--- config.mk ---
export PLATFORM = sky130hd
export DESIGN_NAME = dma_steal_seq
export DESIGN_NICKNAME = d
export VERILOG_FILES = /design/src/rtl/dma_steal_pkg.sv /design/src/rtl/dma_addr_gen.sv /design/src/rtl/dma_gap_timer.sv /design/src/rtl/dma_steal_seq.sv
export SDC_FILE = /design/constraint.sdc
export NUM_CORES = 1
export LEC_CHECK = 0
export BUFFER_PORTS_ARGS = -buffer_cell sky130_fd_sc_hd__buf_4
export CAP_MARGIN = 20
export CORE_ASPECT_RATIO = 1.2
export CORE_MARGIN = 5
export CORE_UTILIZATION = 47
export CTS_BUF_LIST = sky130_fd_sc_hd__clkbuf_2 sky130_fd_sc_hd__clkbuf_4 sky130_fd_sc_hd__clkbuf_8
export CTS_CLUSTER_SIZE = 14
export DETAILED_ROUTE_END_ITERATION = 12
export PLACE_DENSITY = 0.79
export REMOVE_ABC_BUFFERS = 1
export SLEW_MARGIN = 20
export SYNTH_ARGS = -nofsm -noshare
export SYNTH_HDL_FRONTEND = slang
export SYNTH_SLANG_ARGS = --single-unit
--- constraint.sdc ---
create_clock -name clk -period 2.14 [get_ports clk]
set_input_delay 0.107 -clock clk [delete_from_list [all_inputs] [get_ports clk]]
set_output_delay 0.107 -clock clk [all_outputs]
set_load 0.02 [all_outputs]
--- src/rtl/dma_steal_pkg.sv ---
// Shared types for the cycle-steal DMA sequencer.
// Assumes: unit codes are fixed by the configuration interface.
package dma_steal_pkg;

    typedef enum logic [1:0] {
        UNIT_BYTE = 2'd0,
        UNIT_WORD = 2'd1,
        UNIT_LONG = 2'd2,
        UNIT_QUAD = 2'd3
    } unit_e;

    typedef enum logic [2:0] {
        ST_IDLE,
        ST_ARM,
        ST_REQ,
        ST_RD,
        ST_WR,
        ST_GAP
    } state_e;

    // Bytes moved by one beat of the given unit code; 16-byte units use longword beats.
    function automatic logic [2:0] beat_bytes(unit_e u);
        case (u)
            UNIT_BYTE: beat_bytes = 3'd1;
            UNIT_WORD: beat_bytes = 3'd2;
            default:   beat_bytes = 3'd4;
        endcase
    endfunction

endpackage

--- src/rtl/dma_addr_gen.sv ---
// Source/destination address and unit counter.
// Loads on 'load'; advances both addresses by 'beat_inc' per finished beat
// and decrements the unit count per finished unit. Assumes the caller never
// asserts unit_done when the count is zero.
module dma_addr_gen #(
    parameter int AW = 32,
    parameter int CW = 16
) (
    input  logic          clk,
    input  logic          rst_n,
    input  logic          load,
    input  logic [AW-1:0] src_in,
    input  logic [AW-1:0] dst_in,
    input  logic [CW-1:0] cnt_in,
    input  logic          beat_done,
    input  logic [2:0]    beat_inc,
    input  logic          unit_done,
    output logic [AW-1:0] src,
    output logic [AW-1:0] dst,
    output logic [CW-1:0] count
);

    // Address and count registers.
    always_ff @(posedge clk) begin
        if (!rst_n) begin
            src   <= '0;
            dst   <= '0;
            count <= '0;
        end else if (load) begin
            src   <= src_in;
            dst   <= dst_in;
            count <= cnt_in;
        end else begin
            if (beat_done) begin
                src <= src + AW'(beat_inc);
                dst <= dst + AW'(beat_inc);
            end
            if (unit_done) begin
                count <= count - CW'(1);
            end
        end
    end

endmodule

--- src/rtl/dma_gap_timer.sv ---
// Hold-off timer for intermittent mode.
// On 'load' it is set to SHORT-1 or LONG-1 cycles; 'expired' is high once it
// has counted down to zero, so a state that waits for it lasts SHORT or LONG cycles.
module dma_gap_timer #(
    parameter int SHORT = 16,
    parameter int LONG  = 64
) (
    input  logic clk,
    input  logic rst_n,
    input  logic load,
    input  logic sel_long,
    output logic expired
);

    localparam int W = (LONG > 2) ? $clog2(LONG) : 1;
    localparam logic [W-1:0] SHORT_LD = W'(SHORT - 1);
    localparam logic [W-1:0] LONG_LD  = W'(LONG - 1);

    logic [W-1:0] cnt_q;

    // Down-counter, reloaded at each bus release.
    always_ff @(posedge clk) begin
        if (!rst_n) begin
            cnt_q <= '0;
        end else if (load) begin
            cnt_q <= sel_long ? LONG_LD : SHORT_LD;
        end else if (cnt_q != '0) begin
            cnt_q <= cnt_q - W'(1);
        end
    end

    assign expired = (cnt_q == '0);

endmodule

--- src/rtl/dma_steal_seq.sv ---
// Single-channel cycle-steal DMA sequencer (top).
// One unit per bus tenure: request, wait for grant, read/write beats, release.
// Normal mode re-arms one cycle after release; intermittent modes idle for
// GAP_SHORT or GAP_LONG cycles first. Assumes the arbiter keeps bus_gnt high
// until bus_req drops; strobes are gated by bus_gnt regardless.
module dma_steal_seq
    import dma_steal_pkg::*;
#(
    parameter int AW        = 32,
    parameter int DW        = 32,
    parameter int CW        = 16,
    parameter int GAP_SHORT = 16,
    parameter int GAP_LONG  = 64
) (
    input  logic          clk,
    input  logic          rst_n,
    input  logic          start,
    input  logic [AW-1:0] cfg_src,
    input  logic [AW-1:0] cfg_dst,
    input  logic [CW-1:0] cfg_count,
    input  logic [1:0]    unit_sel,
    input  logic [1:0]    mode_sel,
    input  logic          xfer_req_n,
    output logic          bus_req,
    input  logic          bus_gnt,
    output logic          rd_stb,
    output logic          wr_stb,
    output logic [AW-1:0] src_addr,
    output logic [AW-1:0] dst_addr,
    output logic [1:0]    beat_size,
    input  logic [DW-1:0] rd_data,
    output logic [DW-1:0] wr_data,
    output logic [CW-1:0] remaining,
    output logic          done
);

    localparam int BEATS_QUAD = 4;
    localparam int BW         = $clog2(BEATS_QUAD);

    state_e        state_q;
    unit_e         unit_q;
    logic [1:0]    mode_q;
    logic [BW-1:0] beat_q;
    logic          pend_q;
    logic          done_q;
    logic [DW-1:0] data_q;

    logic accept;
    logic wr_fire;
    logic last_beat;
    logic unit_end;
    logic final_unit;
    logic gap_load;
    logic gap_expired;
    logic intermittent;
    logic req_seen;

    assign accept       = start && (state_q == ST_IDLE);
    assign rd_stb       = (state_q == ST_RD) && bus_gnt;
    assign wr_stb       = (state_q == ST_WR) && bus_gnt;
    assign wr_fire      = wr_stb;
    assign last_beat    = (unit_q != UNIT_QUAD) || (beat_q == BW'(BEATS_QUAD - 1));
    assign unit_end     = wr_fire && last_beat;
    assign final_unit   = (remaining == CW'(1));
    assign intermittent = (mode_q != 2'd0);
    assign gap_load     = unit_end && !final_unit && intermittent;
    assign req_seen     = pend_q || !xfer_req_n;

    // Bus request covers waiting for grant and the whole unit.
    assign bus_req   = (state_q == ST_REQ) || (state_q == ST_RD) || (state_q == ST_WR);
    assign beat_size = (unit_q == UNIT_QUAD) ? UNIT_LONG : unit_q;
    assign wr_data   = data_q;
    assign done      = done_q;

    dma_addr_gen #(
        .AW (AW),
        .CW (CW)
    ) u_addr (
        .clk       (clk),
        .rst_n     (rst_n),
        .load      (accept),
        .src_in    (cfg_src),
        .dst_in    (cfg_dst),
        .cnt_in    (cfg_count),
        .beat_done (wr_fire),
        .beat_inc  (beat_bytes(unit_q)),
        .unit_done (unit_end),
        .src       (src_addr),
        .dst       (dst_addr),
        .count     (remaining)
    );

    dma_gap_timer #(
        .SHORT (GAP_SHORT),
        .LONG  (GAP_LONG)
    ) u_gap (
        .clk      (clk),
        .rst_n    (rst_n),
        .load     (gap_load),
        .sel_long (mode_q[1]),
        .expired  (gap_expired)
    );

    // Sequencer state, configuration latches, beat index, pending flag, done flag.
    always_ff @(posedge clk) begin
        if (!rst_n) begin
            state_q <= ST_IDLE;
            unit_q  <= UNIT_BYTE;
            mode_q  <= 2'd0;
            beat_q  <= '0;
            pend_q  <= 1'b0;
            done_q  <= 1'b0;
        end else begin
            case (state_q)
                ST_IDLE: begin
                    if (start) begin
                        unit_q <= unit_e'(unit_sel);
                        mode_q <= mode_sel;
                        beat_q <= '0;
                        pend_q <= 1'b0;
                        if (cfg_count == '0) begin
                            done_q <= 1'b1;
                        end else begin
                            done_q  <= 1'b0;
                            state_q <= ST_ARM;
                        end
                    end
                end
                ST_ARM: begin
                    if (!xfer_req_n) state_q <= ST_REQ;
                end
                ST_REQ: begin
                    if (bus_gnt) state_q <= ST_RD;
                end
                ST_RD: begin
                    if (bus_gnt) state_q <= ST_WR;
                end
                ST_WR: begin
                    if (wr_fire) begin
                        if (!last_beat) begin
                            beat_q  <= beat_q + BW'(1);
                            state_q <= ST_RD;
                        end else begin
                            beat_q <= '0;
                            if (final_unit) begin
                                done_q  <= 1'b1;
                                state_q <= ST_IDLE;
                            end else if (intermittent) begin
                                pend_q  <= 1'b0;
                                state_q <= ST_GAP;
                            end else begin
                                state_q <= ST_ARM;
                            end
                        end
                    end
                end
                ST_GAP: begin
                    if (gap_expired) begin
                        pend_q  <= 1'b0;
                        state_q <= req_seen ? ST_REQ : ST_ARM;
                    end else begin
                        pend_q <= req_seen;
                    end
                end
                default: state_q <= ST_IDLE;
            endcase
        end
    end

    // Read data holding register feeding the write beat.
    always_ff @(posedge clk) begin
        if (!rst_n) begin
            data_q <= '0;
        end else if (rd_stb) begin
            data_q <= rd_data;
        end
    end

endmodule

==> results.json <==
{
  "status": "complete, no violations",
  "worstPathRequired_ns": 2.52,
  "antenna_found_initial": 2,
  "grt_max_degree": 39,
  "first_iter_violations": 660,
  "worst-setup-path-type": "reg2reg",
  "first_pass_iters": 7,
  "end_kind": "flip-flop",
  "vias": 8283,
  "fmax_ghz": 0.470,
  "rows": 48,
  "setup_ws_ns": 0.0134,
  "cp_max_fo": 6,
  "die_h_um": 142,
  "clkSlewWorstSetupHoldPaths_ns": 0.08,
  "cts_buffers": 17,
  "grt_setup_unrepaired": "true",
  "grt_overflow": 0,
  "period_share_pct": 99.4,
  "clock-skew-final_ns": 0.00939,
  "ir_drop_mv": 0.534,
  "total_power_mw": 10.1,
  "place.port_buffers": 238,
  "insertion_delay_ns": 0.45,
  "start_util_pct": 47.6,
  "yosysSeqAreaShare_pct": 37.9,
  "hold_ws_ns": 0.0301,
  "worst_pin_slew_ns": 0.833,
  "final_cell_mix": "buf_4 (302), nand2_1 (140), dfxtp_1 (126), dlygate4sd3_1 (105), a21oi_1 (94)",
  "drcViolationCount": 0,
  "slew_headroom_pct": 44.2,
  "grt_usage_pct": 28.1,
  "setup_viol": 0,
  "clock_sinks": 129,
  "globalplace.congestion": 0.870,
  "synth_edf_count": 0,
  "power_density_nw_per_um2": 940,
  "netlist_area_um2": 6810,
  "syn_to_final_growth_pct": 58.0,
  "synth_area_per_cell_um2": 7.76,
  "clk_path_buf_depth": 2,
  "synth_cells": 877,
  "cts_tree": "built",
  "synth-seq-cells": 129,
  "pin_count": 239,
  "nets": 1378,
  "grt_first_pass_wirelength_um": 39200,
  "critPathLaunchType": "flip-flop",
  "slew_viol_final": 0,
  "postLayoutCoreUtil_pct": 75.3,
  "die_w_um": 120,
  "async_flop_share_pct": 0,
  "drv_cap": 0,
  "fin_setup_tns_ns": 0,
  "drive_gt1_share_pct": 30.3,
  "first_global_vias": 8073,
  "dieArea_um2": 17000,
  "postRouteAntennaNets": 0,
  "finalHoldViolations": 0,
  "yosys_warnings": 0,
  "layout_min_cycle_time_ns": 2.13,
  "crit_arrival_ns": 2.51,
  "synth_cell_types": 74,
  "hp-class": "in2reg",
  "dp_slack_ns": -0.198,
  "hpwlAfterDp_um": 16000,
  "wl_per_cell_um": 17.6,
  "drt-total-wl_um": 25200,
  "htreeDepth": 4,
  "via_per_inst": 5.77,
  "ys.flop_type": "dfxtp_1",
  "core_area_um2": 14300,
  "leakage_nw": 4.43,
  "layout_commonest_cell": "buf_4",
  "root_buffer": "clkbuf_8"
}
-- area by class of cell --
| class | count | area [um2] |
|---|---|---|
| clock buffer | 22 | 290 |
| multi-input combinational | 672 | 4100 |
| timing repair buffer | 411 | 3370 |
| tap | 175 | 219 |
| clock inverter | 10 | 133 |
| fill | 1010 | 3540 |
| inverter | 15 | 56.3 |
| sequential | 129 | 2590 |
| antenna | 2 | 5.00 |
-- flip-flops by register name, summed over array words and instances, names as in the netlist --
register / count
u_gap.cnt_q: 6
u_addr.count: 16
u_addr.dst: 32
done: 1
u_addr.src: 32
beat_q: 2
state_q: 3
wr_data: 32
mode_q: 2
pend_q: 1
unit_q: 2
-- where the power goes --
part,total [mW],internal (mW),switching [mW]
Sequential,3.47,2.91,0.563
Combinational,4.40,1.98,2.42
Clock,2.24,1.26,0.975
Total,10.1,6.15,3.96
-- worst max-delay path, cell delays in order (launching register included) --
cell and delay (ns):
dfxtp_4 0.38, buf_4 0.16, ha_4 0.30, and4b_1 0.28, o21ai_4 0.11, or2_2 0.33
or3_1 0.32, a31oi_1 0.17
-- Yosys cell counts (13+ instances only) --
cell type | number | share of area (%)
nor3_1 | 42 | 3.1
nor2_1 | 47 | 2.6
clkbuf_1 | 44 | 2.4
and3_1 | 24 | 2.2
nand3_1 | 29 | 2.1
a211oi_1 | 13 | 1.4
xnor2_1 | 22 | 2.8
nand4_1 | 16 | 1.5
nand2_1 | 140 | 7.7
nor4_1 | 25 | 2.3
a31oi_1 | 14 | 1.3
a21oi_1 | 95 | 7.0
dfxtp_1 | 129 | 38
o21ai_0 | 51 | 3.7
-- what timing repair did --
| item | in CTS | in global routing |
|---|---|---|
| setup buffers | 1 | 4 |
| endpoints found under the setup margin | 23 | 38 |
| gates cloned | 0 | 1 |
| resized for setup | 5 | 31 |
| pin swaps | 1 | 11 |
| hold endpoints to repair | 105 | 0 |
| hold buffers | 105 | 0 |
-- per-stage QoR --
step	std cells	area, um2
3_5_place_dp	1291	9050
6_report	1436	10800
2_1_floorplan	816	6560
3_3_place_gp	1291	9050
4_1_cts	1429	10600
5_1_grt	1436	10800
-- final timing paths --
path | from | to | slack (ns) | cells after the start
hold reg to reg | wr_data[9] | wr_data[9] | 0.46 | 2
setup reg to reg | unit_q[1] | u_addr.dst[10] | 0.01 | 7
hold / removal | cfg_src[20] | u_addr.src[20] | 0.03 | 4
setup / recovery | unit_q[1] | u_addr.dst[10] | 0.01 | 7
-- metal layers --
layer,wire length [um],vias up,global-route usage (%)
met4,1210,0,15.6
met3,1560,102,5.74
met5,0,-,0
li1,-,3952,-
met2,12600,397,48.7
met1,9850,3832,32.3
-- kinds of logic (layout without fill, tap and decap cells) --
logic type / Yosys count / count (layout) / synth area share (%)
buffers and inverters: 76 / 458 / 4.54
AO/OA/AOI/OAI: 233 / 233 / 20.9
flip-flops: 129 / 129 / 37.9
adder cells (fa/ha/maj): 11 / 11 / 2.02
XOR/XNOR: 28 / 28 / 3.60
other: 0 / 2 / 0
AND/OR/NAND/NOR: 390 / 390 / 29.5
multiplexers: 10 / 10 / 1.53
(Power assumes the default switching activity.)
